===== src/rtl/busdp_pkg.sv =====
package busdp_pkg;

    typedef logic [2:0] sel_t;
    typedef logic [2:0] fn_t;
    typedef logic [1:0] sh_t;

    localparam sel_t SEL_ZERO = 3'd0;
    localparam sel_t SEL_ONE  = 3'd1;
    localparam sel_t SEL_PC   = 3'd2;
    localparam sel_t SEL_EXT  = 3'd3;
    localparam sel_t SEL_ACC  = 3'd4;
    localparam sel_t SEL_S    = 3'd5;
    localparam sel_t SEL_MAR  = 3'd6;
    localparam sel_t SEL_MBR  = 3'd7;

    localparam int   NUM_SLOTS = 8;
    // slots that a destination code may overwrite
    localparam logic [NUM_SLOTS-1:0] WRITABLE_MASK = 8'b1111_0100;

    localparam fn_t FN_PASS = 3'd0;
    localparam fn_t FN_ADD  = 3'd5;

    localparam sh_t SH_NONE  = 2'd0;
    localparam sh_t SH_LEFT  = 2'd1;
    localparam sh_t SH_RIGHT = 2'd2;

    typedef struct packed {
        sel_t src_a;
        sel_t src_b;
        fn_t  fn;
        sh_t  sh;
        logic res_ld;
        sel_t dest;
    } uop_t;

    typedef enum logic [3:0] {
        ST_IDLE,
        ST_PC2MAR_EVAL,
        ST_PC2MAR_PUT,
        ST_INC_EVAL,
        ST_INC_PUT,
        ST_S2MAR_EVAL,
        ST_S2MAR_PUT,
        ST_A2MBR_EVAL,
        ST_A2MBR_PUT,
        ST_MEM_WRITE,
        ST_FINISH
    } seq_state_e;

endpackage


===== src/rtl/busdp_regfile.sv =====
module busdp_regfile
    import busdp_pkg::*;
#(
    parameter int DW = 16
) (
    input  logic          clk,
    input  logic          rst_n,
    input  sel_t          dest,
    input  logic [DW-1:0] wdata,
    input  logic [DW-1:0] ext_data,
    input  sel_t          src_a,
    input  sel_t          src_b,
    output logic [DW-1:0] bus_a,
    output logic [DW-1:0] bus_b,
    output logic [DW-1:0] mar_q,
    output logic [DW-1:0] mbr_q
);

    localparam logic [DW-1:0] CONST_ONE = {{(DW-1){1'b0}}, 1'b1};

    logic [DW-1:0] slot [NUM_SLOTS];

    for (genvar g = 0; g < NUM_SLOTS; g++) begin : g_slot
        if (WRITABLE_MASK[g]) begin : g_reg
            logic [DW-1:0] q;
            always_ff @(posedge clk or negedge rst_n) begin
                if (!rst_n) begin
                    q <= '0;
                end else if (dest == 3'(g)) begin
                    q <= wdata;
                end
            end
            assign slot[g] = q;
        end else if (3'(g) == SEL_ONE) begin : g_one
            assign slot[g] = CONST_ONE;
        end else if (3'(g) == SEL_EXT) begin : g_ext
            assign slot[g] = ext_data;
        end else begin : g_zero
            assign slot[g] = '0;
        end
    end

    assign bus_a = slot[src_a];
    assign bus_b = slot[src_b];
    assign mar_q = slot[SEL_MAR];
    assign mbr_q = slot[SEL_MBR];

endmodule


===== src/rtl/busdp_alu_shift.sv =====
module busdp_alu_shift
    import busdp_pkg::*;
#(
    parameter int DW = 16
) (
    input  logic [DW-1:0] opa,
    input  logic [DW-1:0] opb,
    input  fn_t           fn,
    input  sh_t           sh,
    output logic [DW-1:0] y
);

    logic [DW-1:0] alu_y;

    always_comb begin
        unique case (fn)
            FN_PASS: alu_y = opa;
            FN_ADD:  alu_y = opa + opb;
            default: alu_y = '0;
        endcase
    end

    always_comb begin
        unique case (sh)
            SH_LEFT:  y = {alu_y[DW-2:0], 1'b0};
            SH_RIGHT: y = {1'b0, alu_y[DW-1:1]};
            default:  y = alu_y;
        endcase
    end

endmodule


===== src/rtl/busdp_store_seq.sv =====
module busdp_store_seq
    import busdp_pkg::*;
(
    input  logic clk,
    input  logic rst_n,
    input  logic start,
    output uop_t uop,
    output logic busy,
    output logic done,
    output logic mem_ma,
    output logic mem_wr
);

    seq_state_e state_q, state_d;

    always_ff @(posedge clk or negedge rst_n) begin
        if (!rst_n) begin
            state_q <= ST_IDLE;
        end else begin
            state_q <= state_d;
        end
    end

    always_comb begin
        state_d = state_q;
        unique case (state_q)
            ST_IDLE:        if (start) state_d = ST_PC2MAR_EVAL;
            ST_PC2MAR_EVAL: state_d = ST_PC2MAR_PUT;
            ST_PC2MAR_PUT:  state_d = ST_INC_EVAL;
            ST_INC_EVAL:    state_d = ST_INC_PUT;
            ST_INC_PUT:     state_d = ST_S2MAR_EVAL;
            ST_S2MAR_EVAL:  state_d = ST_S2MAR_PUT;
            ST_S2MAR_PUT:   state_d = ST_A2MBR_EVAL;
            ST_A2MBR_EVAL:  state_d = ST_A2MBR_PUT;
            ST_A2MBR_PUT:   state_d = ST_MEM_WRITE;
            ST_MEM_WRITE:   state_d = ST_FINISH;
            ST_FINISH:      state_d = ST_IDLE;
            default:        state_d = ST_IDLE;
        endcase
    end

    always_comb begin
        uop    = '0;
        busy   = (state_q != ST_IDLE);
        done   = 1'b0;
        mem_ma = 1'b0;
        mem_wr = 1'b0;
        unique case (state_q)
            ST_IDLE: ;
            ST_PC2MAR_EVAL: begin
                uop.src_a  = SEL_PC;
                uop.fn     = FN_PASS;
                uop.sh     = SH_NONE;
                uop.res_ld = 1'b1;
            end
            ST_PC2MAR_PUT:  uop.dest = SEL_MAR;
            ST_INC_EVAL: begin
                uop.src_a  = SEL_PC;
                uop.src_b  = SEL_ONE;
                uop.fn     = FN_ADD;
                uop.sh     = SH_NONE;
                uop.res_ld = 1'b1;
            end
            ST_INC_PUT:     uop.dest = SEL_PC;
            ST_S2MAR_EVAL: begin
                uop.src_a  = SEL_S;
                uop.fn     = FN_PASS;
                uop.res_ld = 1'b1;
            end
            ST_S2MAR_PUT:   uop.dest = SEL_MAR;
            ST_A2MBR_EVAL: begin
                uop.src_a  = SEL_ACC;
                uop.fn     = FN_PASS;
                uop.res_ld = 1'b1;
            end
            ST_A2MBR_PUT:   uop.dest = SEL_MBR;
            ST_MEM_WRITE: begin
                mem_ma = 1'b1;
                mem_wr = 1'b1;
            end
            ST_FINISH:      done = 1'b1;
            default: ;
        endcase
    end

endmodule


===== src/rtl/busdp_core.sv =====
module busdp_core
    import busdp_pkg::*;
#(
    parameter int DW = 16
) (
    input  logic          clk,
    input  logic          rst_n,
    input  logic          start,
    input  logic [DW-1:0] ext_data,
    input  logic [2:0]    op_src_a,
    input  logic [2:0]    op_src_b,
    input  logic [2:0]    op_fn,
    input  logic [1:0]    op_sh,
    input  logic          op_res_ld,
    input  logic [2:0]    op_dest,
    output logic [DW-1:0] result_q,
    output logic [DW-1:0] mem_addr,
    output logic [DW-1:0] mem_wdata,
    output logic          mem_ma,
    output logic          mem_wr,
    output logic          busy,
    output logic          done
);

    uop_t          ext_uop, seq_uop, uop_sel;
    logic          res_ld_sel;
    logic [DW-1:0] bus_a, bus_b, shift_y;

    assign ext_uop = '{src_a: op_src_a, src_b: op_src_b, fn: op_fn,
                       sh: op_sh, res_ld: op_res_ld, dest: op_dest};

    busdp_store_seq u_seq (
        .clk    (clk),
        .rst_n  (rst_n),
        .start  (start),
        .uop    (seq_uop),
        .busy   (busy),
        .done   (done),
        .mem_ma (mem_ma),
        .mem_wr (mem_wr)
    );

    // sequencer owns the datapath whenever it is running
    assign uop_sel    = busy ? seq_uop : ext_uop;
    assign res_ld_sel = uop_sel.res_ld;

    busdp_regfile #(.DW(DW)) u_rf (
        .clk      (clk),
        .rst_n    (rst_n),
        .dest     (uop_sel.dest),
        .wdata    (result_q),
        .ext_data (ext_data),
        .src_a    (uop_sel.src_a),
        .src_b    (uop_sel.src_b),
        .bus_a    (bus_a),
        .bus_b    (bus_b),
        .mar_q    (mem_addr),
        .mbr_q    (mem_wdata)
    );

    busdp_alu_shift #(.DW(DW)) u_alu (
        .opa (bus_a),
        .opb (bus_b),
        .fn  (uop_sel.fn),
        .sh  (uop_sel.sh),
        .y   (shift_y)
    );

    always_ff @(posedge clk or negedge rst_n) begin
        if (!rst_n) begin
            result_q <= '0;
        end else if (res_ld_sel) begin
            result_q <= shift_y;
        end
    end

endmodule


===== config.mk =====
export PLATFORM = sky130hd
export DESIGN_NAME = busdp_core
export DESIGN_NICKNAME = d
export VERILOG_FILES = /design/src/rtl/busdp_pkg.sv /design/src/rtl/busdp_regfile.sv /design/src/rtl/busdp_alu_shift.sv /design/src/rtl/busdp_store_seq.sv /design/src/rtl/busdp_core.sv
export SDC_FILE = /design/constraint.sdc
export NUM_CORES = 1
export LEC_CHECK = 0
export ABC_AREA = 1
export BUFFER_PORTS_ARGS = -buffer_cell sky130_fd_sc_hd__buf_2
export CAP_MARGIN = 10
export CORE_MARGIN = 3
export CORE_UTILIZATION = 40
export CTS_BUF_LIST = sky130_fd_sc_hd__clkbuf_8
export DETAILED_ROUTE_END_ITERATION = 8
export HOLD_SLACK_MARGIN = 0.08
export PLACE_DENSITY_LB_ADDON = 0.12
export RECOVER_POWER = 25
export SLEW_MARGIN = 10
export SYNTH_ARGS = -nofsm -noshare
export SYNTH_HDL_FRONTEND = slang
export SYNTH_SLANG_ARGS = --single-unit

===== constraint.sdc =====
create_clock -name clk -period 10.94 [get_ports clk]
set_input_delay 1.094 -clock clk [delete_from_list [all_inputs] [get_ports clk]]
set_output_delay 1.094 -clock clk [all_outputs]
set_load 0.02 [all_outputs]

==> metrics.cfg <==
[outcome]
status = finished, violations left
violations = max-capacitance violations, max-slew violations

[clock_tree]
clockBufferDepth = 2
post_cts_resize_count = 0
cts_setup_buffers = 0
cts_hold_buffers = 0
clock-sinks = 100
clk_pin_slew_ps = 100
htreeDepth = 3
tritoncts = yes
clk_latency_ps = 380
clock_tree.root_cell = clkbuf_8
cts_inserted_buffers = 9

[timing]
drv_slew = 28
rsz0062_at_grt = no
fmax_mhz = 222
finalHoldViolCount = 0
clock_skew_ps = 11.4
worst_slack_ps = 6430
fin_setup_tns_ps = 0
worst_slew_pin_slew_ps = 1530
finalCritPeriodShare = 0.412
setup_viol = 0
slew_headroom = -0.0194
min_period_ps = 4510

[drt]
wl_mm = 21.8
vias = 6729
drtPass1Iterations = 8
vias_per_cell = 5.40
post_drt_wl_per_cell_um = 17.5
first_iter_violations = 621
ant_nets = 0
drc = 0

[global_routing]
grt_pass1_vias = 6148
antenna_found_initial = 0
grt_max_degree = 75
grt_usage = 0.236
grt_first_pass_wirelength_mm = 34.3
grt_overflow = 0

[floorplan]
die_y_um = 137
dieArea_um2 = 18700
core_area_um2 = 16600
io_pins = 86
num_rows = 47
start_util = 0.411
die_w_um = 137

[setup_path]
crit_slowest_cell = inv_2
crit_chain = nor2_8 > nand2_4 > inv_4 > nand2_1 > inv_2 > a31oi_1 > a22oi_1 > ha_1 > inv_1 > fa_1 > o21ai_0 > nand3_1 > nand2_1 > nand3_1 > nand2_1 > nor2_1 > o21ai_2 > nand2_1 > nand3_1 > nand2_1 > inv_1
cp-end-kind = register
startpoint_type = register
r2r_start = u_seq.state_q[3]
critPathMaxFanout = 43
reg2reg_depth = 21
crit_path_frequent_cell = nand2_1
path_class = reg -> reg
critPathMaxStageDelay_ps = 600
reg2reg_slack_ps = 6430
cp.required_ps = 11270
crit_arrival_ps = 4840
r2r_end = result_q[14]

[logic_synthesis]
yosys.cell_count.top_type = nand2_1
ys_top_cells_by_count = 234 x nand2_1, 126 x o21ai_0, 100 x dfrtp_1
yosysSeqAreaShare = 0.365
synth_edf_count = 0
yosysUniqueCellTypes = 42
ys_top_cells_by_area = dfrtp_1 37%, nand2_1 13%, o21ai_0 9.2%
synthesis.yosys.warnings = 0
post-synth-top-area-fraction = 0.365
syn_area_um2 = 6850
syn_inst = 970
synth_area_per_cell_um2 = 7.06
yosysTopAreaCell = dfrtp_1
async_flop_share = 1.00
synth_ff_type = dfrtp_1
synth-seq-cells = 100
synth.net_count = 1022

[pwr]
cellLeakagePower_nw = 3.48
finalPower_mw = 2.77
p_per_area_nw_per_um2 = 369
vdd_ir_drop_max_uv = 231

[final_layout]
layout.nets = 1074
num_antenna_cells = 0
area_growth_syn_to_layout_pct = 9.61
stdcell_count = 1247
drive_above_1_share = 0.127

[placed_design]
gp_congestion = 0.937
placed_cells = 1231
port_buffers = 85
pre_cts_slack_ps = 6200
hpwlAfterDp_mm = 15.5

[min_path]
min_delay_path_depth = 2
hold_path.class = reg -> reg
hold_path_startpoint = u_rf.g_slot[5].g_reg.q[0]
hold_end = u_rf.g_slot[5].g_reg.q[0]

[run]
maxCapViolations = 1

[worst max-delay path: cells and delay by family, from the launching register on]
family	cells	cell delay, ps
adder cells (fa/ha/maj)	2	680
AO/OA/AOI/OAI	4	1000
flip-flops	1	510
buffers and inverters	4	830
AND/OR/NAND/NOR	11	1430
[state kept, by name, summed over array words and instances, names as in the netlist]
| register | flops |
|---|---|
| u_rf.g_slot.g_reg.q | 48 |
| result_q | 16 |
| u_rf.mar_q | 16 |
| u_rf.mbr_q | 16 |
| u_seq.state_q | 4 |
[how the worst max path moves through the flow]
| stage | depth (start not counted) | from | slack (ps) | end |
|---|---|---|---|---|
| 3_5_place_dp | 20 | op_src_b[0] | 6200 | result_q[13] |
| 2_1_floorplan | 18 | op_src_b[0] | 7060 | result_q[13] |
| 4_1_cts | 19 | u_seq.state_q[3] | 6410 | result_q[13] |
| 6_report | 21 | u_seq.state_q[3] | 6430 | result_q[14] |
| 3_3_place_gp | 20 | op_src_b[0] | 6240 | result_q[13] |
| 5_1_grt | 19 | u_seq.state_q[3] | 5960 | result_q[13] |
[power breakdown]
| group | internal (mW) | leakage (nW) | switching [mW] | total [mW] |
|---|---|---|---|---|
| logic | 0.537 | 2.15 | 1.25 | 1.78 |
| registers | 0.552 | 1.22 | 0.182 | 0.733 |
| clock network | 0.117 | 0.107 | 0.137 | 0.254 |
| total | 1.21 | 3.48 | 1.56 | 2.77 |
[area by class of cell]
type                            count  area, um2
Clock buffer                       11        151
Clock inverter                      5       51.3
Fill cell                        1767       9140
Inverter                           88        335
Multi-Input combinational cell    730       3740
Sequential cell                   100       2500
Tap cell                          220        275
Timing Repair Buffer               93        450
[stage by stage]
stage	utilization	hold WS [ps]	cell area [um2]
final	0.451	494	7510
after global routing	0.451	520	7510
after CTS	0.454	501	7550
after detailed placement	0.441	476	7350
after global placement	0.441	470	7350
after floorplan	-	453	6850
[kinds of logic after synthesis]
group           after synthesis  share of synthesized area
flops                       100                      0.365
xor+xnor                      5                    0.00640
buf+inv                     140                     0.0897
fa+ha+maj                    18                     0.0340
compound gates              307                      0.258
simple gates                400                      0.247
[metal layers]
layer	track usage	share of wire
met5	0	0
met3	0.0430	0.058
met1	0.357	0.50
met2	0.348	0.43
met4	0.0582	0.016
[placed cells by master, fill, tap and decap left out, types with 3 or more instances in the layout]
cell type | synthesis | final
a31oi_1 | 13 | 13
nand2_1 | 234 | 234
nand2_4 | 5 | 5
xor2_1 | 3 | 3
o21ai_2 | 19 | 19
buf_4 | 6 | 7
nand3_1 | 47 | 47
clkbuf_1 | 21 | 26
nor2_1 | 96 | 96
a21oi_1 | 63 | 63
buf_2 | 19 | 60
o211ai_1 | 30 | 30
nor2_2 | 3 | 3
o21ai_0 | 126 | 128
inv_2 | 6 | 6
ha_1 | 17 | 17
inv_1 | 80 | 81
o21ai_1 | 31 | 29
a21o_1 | 4 | 4
nor3_1 | 3 | 3
o22ai_1 | 10 | 10
clkbuf_8 | 0 | 11
dfrtp_1 | 100 | 100
nand2_2 | 4 | 4
Note: power is estimated with default switching activity, not from simulation.
